[src/rtl/sfifo_pkg.sv]
package sfifo_pkg;
  typedef enum logic {
    DIR_WRITE = 1'b0,
    DIR_READ  = 1'b1
  } xfer_dir_e;
endpackage

[src/rtl/sfifo_store.sv]
module sfifo_store #(
  parameter int DEPTH = 16,
  parameter int DW    = 8,
  localparam int AW   = $clog2(DEPTH),
  localparam int LW   = AW + 1
) (
  input  logic          clk,
  input  logic          rst_n,
  input  logic          flush,
  input  logic          push,
  input  logic          pop,
  input  logic [DW-1:0] din,
  output logic [DW-1:0] dout,
  output logic [LW-1:0] level
);
  logic [DW-1:0] mem [DEPTH];
  logic [AW-1:0] wr_ptr_q, wr_ptr_d, rd_ptr_q, rd_ptr_d;
  logic [LW-1:0] lvl_q, lvl_d;

  always_comb begin
    wr_ptr_d = wr_ptr_q;
    rd_ptr_d = rd_ptr_q;
    lvl_d    = lvl_q;
    if (flush) begin
      wr_ptr_d = '0;
      rd_ptr_d = '0;
      lvl_d    = '0;
    end else begin
      if (push) wr_ptr_d = (wr_ptr_q == AW'(DEPTH-1)) ? '0 : wr_ptr_q + 1'b1;
      if (pop)  rd_ptr_d = (rd_ptr_q == AW'(DEPTH-1)) ? '0 : rd_ptr_q + 1'b1;
      case ({push, pop})
        2'b10:   lvl_d = lvl_q + 1'b1;
        2'b01:   lvl_d = lvl_q - 1'b1;
        default: lvl_d = lvl_q;
      endcase
    end
  end

  always_ff @(posedge clk or negedge rst_n) begin
    if (!rst_n) begin
      wr_ptr_q <= '0;
      rd_ptr_q <= '0;
      lvl_q    <= '0;
    end else begin
      wr_ptr_q <= wr_ptr_d;
      rd_ptr_q <= rd_ptr_d;
      lvl_q    <= lvl_d;
    end
  end

  always_ff @(posedge clk) begin
    if (push && !flush) mem[wr_ptr_q] <= din;
  end

  assign dout  = mem[rd_ptr_q];
  assign level = lvl_q;

  AST_NO_OVERFLOW: assert property (@(posedge clk) disable iff (!rst_n)
    lvl_q <= LW'(DEPTH));
  AST_POP_NONEMPTY: assert property (@(posedge clk) disable iff (!rst_n)
    pop |-> (lvl_q != '0));
endmodule

[src/rtl/sfifo_req_gen.sv]
module sfifo_req_gen #(
  parameter int LW  = 5,
  parameter int THW = 4
) (
  input  logic           active,
  input  logic           dir_rd,
  input  logic           term,
  input  logic [LW-1:0]  cap,
  input  logic [LW-1:0]  level,
  input  logic           fifo_en,
  input  logic [THW-1:0] thresh,
  output logic           dma_req
);
  logic [LW-1:0] thr_eff;
  logic [LW-1:0] free_sp;

  always_comb begin
    if (!fifo_en || thresh == '0) thr_eff = LW'(1);
    else                          thr_eff = LW'(thresh);
    free_sp = cap - level;
    if (!active)     dma_req = 1'b0;
    else if (dir_rd) dma_req = term ? (level != '0) : (level >= thr_eff);
    else             dma_req = !term && (free_sp >= thr_eff);
  end
endmodule

[src/rtl/sfifo_pad_seq.sv]
module sfifo_pad_seq #(
  parameter int SLW = 10
) (
  input  logic           clk,
  input  logic           rst_n,
  input  logic           flush,
  input  logic           strobe_wr,
  input  logic           und_hit,
  input  logic [SLW-1:0] sector_len,
  output logic           pad_active,
  output logic           crc_req
);
  logic [SLW-1:0] idx_q, idx_d;
  logic           pad_q, pad_d, crc_q, crc_d;
  logic           last_byte;

  assign last_byte = (idx_q == sector_len - 1'b1);

  always_comb begin
    idx_d = idx_q;
    pad_d = pad_q;
    crc_d = crc_q;
    if (flush) begin
      idx_d = '0;
      pad_d = 1'b0;
      crc_d = 1'b0;
    end else if (strobe_wr) begin
      idx_d = last_byte ? '0 : idx_q + 1'b1;
      if (und_hit) begin
        pad_d = !last_byte;
        crc_d = last_byte;
      end else if (pad_q && last_byte) begin
        pad_d = 1'b0;
        crc_d = 1'b1;
      end
    end
  end

  always_ff @(posedge clk or negedge rst_n) begin
    if (!rst_n) begin
      idx_q <= '0;
      pad_q <= 1'b0;
      crc_q <= 1'b0;
    end else begin
      idx_q <= idx_d;
      pad_q <= pad_d;
      crc_q <= crc_d;
    end
  end

  assign pad_active = pad_q;
  assign crc_req    = crc_q;

  AST_CRC_AFTER_PAD: assert property (@(posedge clk) disable iff (!rst_n)
    $rose(crc_q) |-> ($past(pad_q) || $past(und_hit)));
  AST_PAD_CRC_EXCL: assert property (@(posedge clk) disable iff (!rst_n)
    !(pad_q && crc_q));
endmodule

[src/rtl/dma_sector_fifo.sv]
module dma_sector_fifo #(
  parameter int DEPTH = 16,
  parameter int DW    = 8,
  parameter int THW   = 4,
  parameter int SLW   = 10,
  localparam int LW   = $clog2(DEPTH) + 1
) (
  input  logic           clk,
  input  logic           rst_n,
  input  logic           cfg_fifo_en,
  input  logic [THW-1:0] cfg_thresh,
  input  logic [SLW-1:0] sector_len,
  input  logic           xfer_dir,
  input  logic           exec_start,
  input  logic           exec_active,
  input  logic           disk_strobe,
  input  logic [DW-1:0]  disk_rd_data,
  output logic [DW-1:0]  disk_wr_data,
  output logic           dma_req,
  input  logic           dma_ack,
  input  logic [DW-1:0]  host_wr_data,
  output logic [DW-1:0]  host_rd_data,
  output logic [LW-1:0]  level,
  output logic           xfer_term,
  output logic           overrun,
  output logic           underrun,
  output logic           pad_active,
  output logic           crc_req,
  output logic           drained
);
  import sfifo_pkg::*;

  xfer_dir_e     dir_q, dir_d;
  logic          ovr_q, ovr_d, und_q, und_d;
  logic [DW-1:0] dwr_q, dwr_d;
  logic          run, dir_rd, en_eff, term;
  logic [LW-1:0] cap, lvl;
  logic          push, pop, ovr_hit, und_hit, strobe_wr;
  logic [DW-1:0] push_data, head;

  assign run    = exec_active && !exec_start;
  assign dir_rd = (dir_q == DIR_READ);
  assign en_eff = cfg_fifo_en && exec_active;
  assign cap    = en_eff ? LW'(DEPTH) : LW'(1);
  assign term   = ovr_q || und_q;

  always_comb begin
    push      = 1'b0;
    pop       = 1'b0;
    ovr_hit   = 1'b0;
    und_hit   = 1'b0;
    push_data = host_wr_data;
    if (run && dir_rd) begin
      push_data = disk_rd_data;
      push      = disk_strobe && !term && (lvl < cap);
      ovr_hit   = disk_strobe && !term && (lvl >= cap);
      pop       = dma_ack && (lvl != '0);
    end else if (run) begin
      push      = dma_ack && !term && (lvl < cap);
      pop       = disk_strobe && !term && (lvl != '0);
      und_hit   = disk_strobe && !term && (lvl == '0);
    end
  end

  assign strobe_wr = run && !dir_rd && disk_strobe;

  always_comb begin
    dir_d = dir_q;
    ovr_d = ovr_q;
    und_d = und_q;
    dwr_d = dwr_q;
    if (exec_start) begin
      dir_d = xfer_dir ? DIR_READ : DIR_WRITE;
      ovr_d = 1'b0;
      und_d = 1'b0;
    end else begin
      if (ovr_hit) ovr_d = 1'b1;
      if (und_hit) und_d = 1'b1;
      if (strobe_wr) dwr_d = pop ? head : '0;
    end
  end

  always_ff @(posedge clk or negedge rst_n) begin
    if (!rst_n) begin
      dir_q <= DIR_WRITE;
      ovr_q <= 1'b0;
      und_q <= 1'b0;
      dwr_q <= '0;
    end else begin
      dir_q <= dir_d;
      ovr_q <= ovr_d;
      und_q <= und_d;
      dwr_q <= dwr_d;
    end
  end

  sfifo_store #(.DEPTH(DEPTH), .DW(DW)) u_store (
    .clk(clk), .rst_n(rst_n), .flush(exec_start),
    .push(push), .pop(pop), .din(push_data), .dout(head), .level(lvl)
  );

  sfifo_req_gen #(.LW(LW), .THW(THW)) u_req (
    .active(exec_active), .dir_rd(dir_rd), .term(term), .cap(cap),
    .level(lvl), .fifo_en(en_eff), .thresh(cfg_thresh), .dma_req(dma_req)
  );

  sfifo_pad_seq #(.SLW(SLW)) u_pad (
    .clk(clk), .rst_n(rst_n), .flush(exec_start), .strobe_wr(strobe_wr),
    .und_hit(und_hit), .sector_len(sector_len),
    .pad_active(pad_active), .crc_req(crc_req)
  );

  assign disk_wr_data = dwr_q;
  assign host_rd_data = head;
  assign level        = lvl;
  assign xfer_term    = term;
  assign overrun      = ovr_q;
  assign underrun     = und_q;
  assign drained      = ovr_q && dir_rd && (lvl == '0);

  AST_FLUSH_EMPTY: assert property (@(posedge clk) disable iff (!rst_n)
    exec_start |=> (level == '0) && !xfer_term && !crc_req);
  AST_IDLE_NO_REQ: assert property (@(posedge clk) disable iff (!rst_n)
    !exec_active |-> !dma_req);
  AST_TERM_STICKY: assert property (@(posedge clk) disable iff (!rst_n)
    (xfer_term && !exec_start) |=> xfer_term);
  AST_PAD_ZERO: assert property (@(posedge clk) disable iff (!rst_n)
    (pad_active && disk_strobe && exec_active && !exec_start) |=> (disk_wr_data == '0));
  AST_SINGLE_BYTE: assert property (@(posedge clk) disable iff (!rst_n)
    (!cfg_fifo_en && $stable(cfg_fifo_en) && !exec_start && $past(!cfg_fifo_en)) |-> (level <= LW'(1)));
endmodule

[config.mk]
export PLATFORM = sky130hd
export DESIGN_NAME = dma_sector_fifo
export DESIGN_NICKNAME = d
export VERILOG_FILES = /design/src/rtl/sfifo_pkg.sv /design/src/rtl/sfifo_store.sv /design/src/rtl/sfifo_req_gen.sv /design/src/rtl/sfifo_pad_seq.sv /design/src/rtl/dma_sector_fifo.sv
export SDC_FILE = /design/constraint.sdc
export NUM_CORES = 1
export LEC_CHECK = 0
export ABC_AREA = 1
export BUFFER_PORTS_ARGS = -buffer_cell sky130_fd_sc_hd__clkbuf_2
export CORE_MARGIN = 2
export CORE_UTILIZATION = 30
export CTS_BUF_LIST = sky130_fd_sc_hd__clkbuf_4 sky130_fd_sc_hd__clkbuf_8 sky130_fd_sc_hd__clkbuf_16
export CTS_CLUSTER_SIZE = 14
export DETAILED_ROUTE_END_ITERATION = 7
export GPL_ROUTABILITY_DRIVEN = 0
export PLACE_DENSITY = 0.51
export SETUP_SLACK_MARGIN = 0.3
export SYNTH_ARGS = -nofsm -noshare
export SYNTH_HDL_FRONTEND = slang
export SYNTH_HIERARCHICAL = 1
export SYNTH_SLANG_ARGS = --single-unit
[constraint.sdc]
create_clock -name clk -period 2.2 [get_ports clk]
set_input_delay 0.33 -clock clk [delete_from_list [all_inputs] [get_ports clk]]
set_output_delay 0.33 -clock clk [all_outputs]
set_load 0.02 [all_outputs]
# == After elaboration in Yosys (flattened, before gate mapping) ==
# Memories as Yosys holds them, arrays and structs flattened.
# Index checks and enable logic that the tools add are counted.
# Widths: inputs -> output; s select.
# totals
n_memories,1
mem_bits_ro,0
latchBits,0
wordCells,105
mem_bits_rw,128
input_bits,38
regBits,36
# memory_table
name,words,width,read_ports,rd_ports_with_merged_regs,write_ports,line,rtl
u_store.mem,16,8,1,0,1,sfifo_store.sv:16,logic [DW-1:0] mem [DEPTH];
# classes
muxes,40
eq_ne,5
n_reduce_logical,37
mul,0
div,0
n_lt_le_gt_ge,4
n_shift,0
n_addsub,7
bitwise_logic,1
# op_table
operator,count
$mux 10,3
$mux 4,7
$mux 1,25
$logic_and 1x1->1,18
$mux 8,2
$add 10x1->10 const B,1
$eq 10x10->1,1
$ge 5x4->1,2
$mux 5,2
$pmux 5 s2,1
$reduce_bool 2->1,5
$sub 10x1->10 const B,1
$add 4x1->4 const B,2
$eq 4x4->1 const B,2
$reduce_bool 3->1,2
$add 5x1->5 const B,1
$ge 5x5->1,1
$logic_not 1->1,5
$logic_not 5->1,1
$lt 5x5->1,1
$reduce_bool 5->1,1
$sub 5x1->5 const B,1
$sub 5x5->5,1
$logic_not 4->1,1
5 further kinds,7

# == Logic depth before layout (Yosys ltp) ==
# Gate-level depths: netlist of the first run.
# logic_depth
depth_word,9
depth_mapped,21
depth_no_buf,21

# == By module ==
# Netlist of the first run, hierarchy kept.
# by_module_without_submodules
module,area_each_um2,cells_each,n_inst,seq_area_each_um2
sfifo_store,5899.4,499,1,4169.0
sfifo_pad_seq,1032.2,141,1,300.3
dma_sector_fifo,755.7,92,1,275.3
sfifo_req_gen,461.7,79,1,0.0

# == Worst setup path before layout of the first run ==
# No wires, ideal clock.
# synth_timing
path_kind,register to output
start,"register u_store.lvl_q[0], in the netlist u_store/level[0]"
end,output dma_req
arrival_time_ns,2.263
stages_incl_launch_ff,16
setup_slack_ns,-0.393
required_ns,1.870
cell_sequence,dfrtp_1 -> ha_1 -> inv_1 -> fa_1 -> xor2_1 -> ha_1 -> nand2_1 -> inv_1 -> nand2_1 -> nand2_1 -> a21oi_2 -> nand2_1 -> nand2_1 -> nand2_1 -> nand2_1 -> nor2_2
# synth_between
elab_chain_len,5
word_cells_on_any_way,8
# synth_rtl
element,line,rtl
"start, declared",sfifo_store.sv:18,"logic [LW-1:0] lvl_q, lvl_d;"
"start signal, assigned",sfifo_store.sv:47,lvl_q <= lvl_d;
$sub 5x5->5,sfifo_req_gen.sv:20,free_sp = cap - level;
$ge 5x4->1,sfifo_req_gen.sv:23,else dma_req = !term && (free_sp >= thr_eff);
$logic_and 1x1->1,sfifo_req_gen.sv:23,
$mux 1 *,sfifo_req_gen.sv:22,else if (dir_rd) dma_req = term ? (level != '0) : (level >= thr_eff);
$mux 1 *,sfifo_req_gen.sv:21,if (!active) dma_req = 1'b0;
"end, declared",dma_sector_fifo.sv:19,"output logic dma_req,"
# Every way passes the cells marked *; elsewhere a longest branch is shown, timed or not.

# == Final worst setup path of the first run ==
# Ends and elaborated chain as after synthesis.

==> summary.txt, run 1 <==
Logic synthesis
  – Top post-synthesis cells by area: edfxtp_1, dfrtp_1, nor2_1
  – Number of synthesized flops with an enable pin: 128
  – Top-area cell type share of the netlist area: 0.472
  – Seq/Total Area, Yosys: 0.582
  – Post-synthesis cell count: roughly 810
  – Synth cell count leaders: nor2_1, nand2_1, edfxtp_1
  – Yosys cell types: 45
  – Most common cell in the netlist: nor2_1
  – Syn avg cell area: 10.0 um^2
  – Synth area leader: edfxtp_1
  – Synth Register Bits: between 150 and 200
  – Post-synth ARST share: 0.220
  – Ys flop type: edfxtp_1
  – Ys Warns: 6
  – Mapped Area: just over 0.008 mm^2

Cells and area
  – P&R area growth vs syn: 39.9%
  – Finished Cell Area: between 0.01 and 0.015 mm^2
  – Share of layout cells above drive strength 1: 0.360
  – Post-layout util: 0.425
  – N_diodes: 0
  – Nets: between 1,000 and 1,500

Critical path
  – Crit start category: register
  – Kind of end point of the critical path: primary output
  – Reg-to-Reg Start: u_store/level[0]
  – Worst Setup SP: u_store/level[0]
  – CP arrival: approximately 2.5 ns
  – CP required: between 1.5 and 2 ns
  – Maximum fanout along the worst path: 2
  – Crit Path Category: reg2out

STA
  – Max Clk Rate: around 350 MHz
  – Hold Vio Cnt, Final: 0
  – Final setup margin: -0.627 ns
  – Least-Margin Pin Slew: approximately 0.63 ns
  – Final slew viol count: 0
  – Headroom to the max-slew limit: 0.579
  – Hold WS: around 0.13 ns
  – Endpoints failing setup: 140
  – Period utilization: 1.28
  – Final Critical Period: about 2.8 ns
  – RSZ-0062 raised after global routing: true
  – Final Skew: 0.0154 ns

GRT
  – First-pass GRT wire length: 35,500 um
  – Initial antenna violation count: 0
  – All-Layer GR Usage: 0.164
  – Number of global-route vias before repair: 6,324
  – Largest net degree at the start of global routing: 25
  – Gr ovfl total: 0

Floorplanning
  – Die Footprint: approximately 0.028 mm^2
  – Ports: 66
  – Initial Util: 0.304
  – Die width: 169 um
  – Rows: 60
  – Die height: between 150 and 200 um
  – Core Area: 0.0268 mm^2

Min path
  – Hold path startpoint: xfer_dir
  – HP Class: in2reg

Status
  – Status: complete, but fails checks
  – Failing checks: setup timing

Place
  – Placed inst area: about 0.0097 mm^2
  – Post-DP HPWL: 14,500 um
  – Port bufs: 65

Power
  – Maximum VDD drop: roughly 0.39 mV
  – Total power: 0.00727 W
  – Sw Share: 0.274
  – Clock network power share: 0.417
  – P_leak: between 4 and 5 nW
  – Seq pwr share: 0.472
  – Pwr/cell area: roughly 640 mW/mm^2
  – Gate power share: 0.111
  – Int Pwr: 0.00527 W
  – Switching pwr: roughly 0.0020 W

Clock network
  – CTS Buf Count: 17
  – Max clock buf depth: 2
  – TritonCTS clock tree: done
  – Reg clk slew, reported paths: 0.07 ns
  – Htree depth: 4
  – Root buffer cell: clkbuf_16
  – # clock sinks: 164
  – Worst skew pair latency: between 0.4 and 0.5 ns

Detailed routing
  – Detailed Routing Iterations Pass 1: 4
  – Total wire length: approximately 23,000 um
  – WL per Instance: 17.1 um
  – DRC violations left: 0
  – Antenna-violating nets left: 0
  – Vias: ~6,400
  – Drt via density: 4.82
  – Iter 0 DRT Violations: 415

Flow run
  – Max_cap viols: 0
-- critical path, stage by stage, from the launching register on --
cell     delay (ns)
dfrtp_2        0.38
ha_4           0.12
inv_2          0.04
fa_2           0.36
xor2_1         0.15
ha_1           0.29
nand2_1        0.06
inv_1          0.03
nand2_1        0.04
nand2_1        0.06
a21oi_2        0.11
nand2_1        0.07
nand2_1        0.06
nand2_1        0.06
nand2_2        0.07
nor2_4         0.04
buf_8          0.12
-- what timing repair did --
| item | CTS | global route |
|---|---|---|
| resized for setup | 93 | 72 |
| hold buffers | 1 | 0 |
| gates cloned | 7 | 3 |
| pin swaps | 55 | 59 |
| endpoints found under the hold margin | 19 | 0 |
| setup endpoints to repair | 145 | 160 |
| buffers inserted | 22 | 10 |
-- metrics by stage --
stage / TNS, ns / std cells / setup slack, ns
CTS: -4.62 / 1322 / -0.705
global placement: -9.81 / 1260 / -0.499
floorplan: -0.0702 / 814 / -0.0702
global route: -34.04 / 1335 / -0.814
finish: -16.76 / 1335 / -0.627
detailed placement: -11.93 / 1260 / -0.525
-- flip-flops by register name, summed over array words and instances (netlist names) --
| register | flops |
|---|---|
| u_store/wr_ptr_q | 4 |
| u_store/rd_ptr_q | 4 |
| disk_wr_data | 8 |
| u_pad/pad_active | 1 |
| u_pad/idx_q | 10 |
| u_pad/crc_req | 1 |
| u_store/mem | 128 |
| dir_q | 1 |
| underrun | 1 |
| overrun | 1 |
| u_store/level | 5 |
-- power by group through the flow --
stage / combinational [W] / sequential, W / clock (W)
2_1_floorplan: 0.000410 / 0.00351 / 0
3_3_place_gp: 0.000678 / 0.00350 / 0
3_5_place_dp: 0.000682 / 0.00350 / 0
4_1_cts: 0.000764 / 0.00343 / 0.00308
5_1_grt: 0.000900 / 0.00344 / 0.00321
6_report: 0.000803 / 0.00343 / 0.00303
-- cell type report --
cell class	count	area, um^2
clock buffer	17	425
clock inverter	15	180
fill	2561	15400
inverter	72	280
multi-input combinational	555	3550
sequential	164	4760
tap	341	427
timing repair buffer	171	1790
-- final timing paths --
kind | end | slack [ns] | cells past startpoint
worst max-delay path | dma_req | -0.63 | 16
worst min-delay path | dir_q | 0.13 | 3
worst max register to register | u_store/mem[6][4] | -0.17 | 14
worst min register to register | u_pad/crc_req | 0.48 | 2
max in group asynchronous | u_pad/idx_q[4] | 1.07 | 3
min in group asynchronous | u_store/rd_ptr_q[3] | 0.45 | 2
-- cell usage in the layout (no fill, tap or decap), types with 9 or more instances in the layout --
master | Yosys | final
nor2_2 | 9 | 20
ha_1 | 23 | 20
edfxtp_1 | 128 | 128
clkbuf_16 | 0 | 20
o21ai_0 | 72 | 40
nand2_2 | 4 | 10
o21ai_2 | 2 | 13
o22ai_1 | 17 | 15
buf_12 | 0 | 27
o21ai_1 | 26 | 46
nor2_4 | 3 | 35
xor2_1 | 10 | 10
buf_8 | 0 | 11
nand2_1 | 130 | 118
buf_4 | 4 | 61
inv_1 | 64 | 53
nor2_1 | 131 | 88
dfrtp_1 | 36 | 27
dfrtp_2 | 0 | 9
nand3_2 | 2 | 11
nand3_1 | 47 | 33
clkbuf_2 | 0 | 55
o211ai_1 | 17 | 17
inv_2 | 5 | 13
-- metal layers --
metal | vias to the layer above | global-route usage | wire length (um)
li1 | 3149 | - | -
met1 | 3103 | 0.218 | 10400
met2 | 157 | 0.267 | 10700
met3 | 26 | 0.0381 | 1250
met4 | 0 | 0.0499 | 428
met5 | - | 0 | 0
-- cell families (layout without fill, tap and decap cells) --
family                   Yosys count  after routing  synth area share
AO/OA/AOI/OAI                    157            157             0.113
XOR/XNOR                          16             16            0.0172
adder cells (fa/ha/maj)           24             24            0.0378
buffers and inverters             95            275            0.0514
flip-flops                       164            164             0.582
multiplexers                       8              8            0.0111
other                              1              4          0.000460
AND/OR/NAND/NOR                  346            346             0.187
Power figures use the tool's default switching activity.
==> run 2: changes to the inputs <==
REMOVE_ABC_BUFFERS = 1   (was unset)
==> run 2 against run 1 <==
Compared with the run above: register-to-register slack better by 0.02 ns; first-iteration DRC count decreased by 31%; die area is the same; the run still ends with setup timing left; count of clock-buffer cells in the layout stayed put; via count is 0.16% lower.
==> summary.txt, run 2 (same netlist as run 1, synthesis figures left out) <==
GRT
  – First-pass GRT wire length: 35,200 um (-0.97%)
  – Largest net degree at the start of global routing: 28 (+12%)
  – Initial antenna violation count: 0 (unchanged)
  – All-Layer GR Usage: 0.162 (-0.00211)
  – Number of global-route vias before repair: 6,433 (+1.7%)
  – Gr ovfl total: 0 (unchanged)

STA
  – Final slew viol count: 0 (unchanged)
  – RSZ-0062 raised after global routing: true
  – Final setup margin: -0.661 ns (-0.0348 ns)
  – Period utilization: 1.30 (+0.0158)
  – Final Skew: 0.0173 ns (+0.00183 ns)
  – Hold Vio Cnt, Final: 0 (unchanged)
  – Final Critical Period: 2.86 ns (+0.0348 ns)
  – Max Clk Rate: 349 MHz (-1.2%)
  – Headroom to the max-slew limit: 0.529 (-0.0501)
  – Least-Margin Pin Slew: 0.707 ns (+0.0751 ns)
  – Endpoints failing setup: 89 (-36%)

Cells and area
  – Most frequent cells in the layout: edfxtp_1, nand2_1, nor2_1
  – Max FFs per register: 128 (unchanged)
  – Layout Cells excl Fill: 1,346 (+0.82%)
  – Multi-input combinational cell area: 0.00343 mm^2 (-3.3%)
  – P&R area growth vs syn: 37.8%
  – Finished Cell Area: 0.0112 mm^2 (-1.5%)
  – Leading cell type in the layout, fill and taps excluded: edfxtp_1
  – N_diodes: 0 (unchanged)
  – Share of layout cells above drive strength 1: 0.338 (-0.0219)
  – Nets: 1,054 (+1.1%)
  – Register Area: 0.00475 mm^2 (-0.18%)
  – Largest reg by FF count: u_store/mem
  – Number of fill cells: 2,567 (+0.23%)
  – Post-layout util: 0.419 (-0.00658)

Power
  – Sw Share: 0.266 (-0.00830)
  – P_leak: 4.54 nW (+1.2%)
  – Switching pwr: 0.00190 W (-4.8%)
  – Maximum VDD drop: 0.506 mV (+31%)
  – Gate power share: 0.108 (-0.003)
  – Pwr/cell area: 635 mW/mm^2 (-0.32%)
  – Int Pwr: 0.00523 W (-0.73%)
  – Clock network power share: 0.410 (-0.007)
  – Seq pwr share: 0.481 (+0.009)

Critical path
  – CP most frequent cell: nand2_1
  – Maximum fanout along the worst path: 2 (unchanged)
  – Slowest cell on crit path: dfrtp_1
  – CP arrival: 2.53 ns (+0.03 ns)
  – CP peak stage delay: 0.36 ns (-0.02 ns)
  – CP delay by family, top: adder cells
  – Reg-to-Reg Start: u_store/rd_ptr_q[0]
  – Crit start category: register
  – Worst path bufs/invs: 2 (-1)
  – Crit Path Category: reg2out
  – Cell chain of the critical path: ha_1 -> inv_2 -> fa_2 -> xor2_1 -> ha_1 -> a21oi_1 -> nand2_1 -> a21oi_2 -> nand2_1 -> nand2_1 -> nand2_1 -> nand2_1 -> nor2_2 -> clkbuf_4
  – CP required: 1.87 ns (about the same)
  – Worst Setup SP: u_store/level[0]
  – Kind of end point of the critical path: primary output

Floorplanning
  – Die height: 169 um (unchanged)
  – Die Footprint: 0.0285 mm^2 (unchanged)
  – Rows: 60 (unchanged)
  – Ports: 66 (unchanged)
  – Core Area: 0.0268 mm^2 (unchanged)
  – Initial Util: 0.304 (unchanged)
  – Die width: 169 um (unchanged)

Min path
  – Hold path startpoint: xfer_dir
  – HP Class: in2reg

Detailed routing
  – Iter 0 DRT Violations: 288 (-31%)
  – Antenna-violating nets left: 0 (unchanged)
  – DRC violations left: 0 (unchanged)
  – Detailed Routing Iterations Pass 1: 5 (+1)
  – WL per Instance: 16.5 um (-3.5%)
  – Total wire length: 22,200 um (-2.7%)
  – Vias: 6,425 (-0.16%)
  – Drt via density: 4.77 (-0.97%)

Clock network
  – Htree depth: 4 (unchanged)
  – CTS Buf Count: 17 (unchanged)
  – Max clock buf depth: 2 (unchanged)
  – TritonCTS clock tree: done
  – Root buffer cell: clkbuf_16
  – # clock sinks: 164 (unchanged)
  – Worst skew pair latency: 0.44 ns (about the same)
  – Reg clk slew, reported paths: 0.07 ns (about the same)

Place
  – Post-placement cell count: 1,266 (+0.48%)
  – Post-DP HPWL: 14,500 um (-0.60%)
  – Port bufs: 65 (unchanged)
  – Dpl ws: -0.512 ns (+0.0136 ns)
  – Placed inst area: 0.00935 mm^2 (-3.3%)

Status
  – Status: complete, but fails checks
  – Failing checks: setup timing

Flow run
  – Max_cap viols: 0 (unchanged)
-- run 2: cell types whose count changed in the layout (fill, tap and decap cells not counted), moves of 11 or more --
cell / delta
buf_6: +35
nor2_4: -16
nor2_1: +11
buf_12: -15
o21ai_0: +21
o21ai_1: -18
-- run 2: per-layer routing --
layer	global-route usage	wire (um)
met5	0	0
met3	0.0341	980
met4	0.0465	373
met2	0.271	10600
met1	0.212	10200
-- run 2: path summary, 6_finish.rpt --
kind                                   end  slack (ns)  cells after the start
max reg2reg                disk_wr_data[1]       -0.15                     17
min reg2reg                  u_pad/crc_req        0.48                      2
max in group asynchronous   u_pad/idx_q[2]        1.14                      3
min                                  dir_q        0.12                      3
min in group asynchronous          overrun        0.48                      2
max                                dma_req       -0.66                     14
-- run 2: cell type report --
cell class / count / area share
Inverter: 72 / 0.0251
Tap cell: 341 / 0.0380
Clock buffer: 17 / 0.0379
Sequential cell: 164 / 0.423
Clock inverter: 15 / 0.0137
Timing Repair Buffer: 182 / 0.157
Multi-Input combinational cell: 555 / 0.305
-- run 2: metrics by stage --
step	hold slack (ns)	power (W)	TNS, ns
2_1_floorplan	0.0344	0.00388	-37.49
5_1_grt	0.127	0.00738	-29.34
3_5_place_dp	0.424	0.00414	-24.92
4_1_cts	0.104	0.00714	-4.32
6_report	0.115	0.00713	-3.89
3_3_place_gp	0.430	0.00414	-23.53
-- run 2: worst min-delay path: cells and delay by family --
kind	cells	cell delay, ns
buf+inv	1	0.08
compound gates	1	0.06
simple gates	1	0.04
-- run 2: timing repair --
item	CTS	global route
hold buffers	1	0
endpoints found under the setup margin	146	152
cloned	5	1
buffers inserted	37	4
pin swaps	32	29
endpoints found under the hold margin	25	0
resized for setup	131	83
-- run 2: power by group through the flow --
stage	Combinational [W]	Clock [W]	Sequential (W)
after floorplan	0.000369	0	0.00351
after global placement	0.000640	0	0.00350
after detailed placement	0.000646	0	0.00350
after CTS	0.000748	0.00296	0.00343
after global routing	0.000858	0.00309	0.00344
final	0.000773	0.00292	0.00343
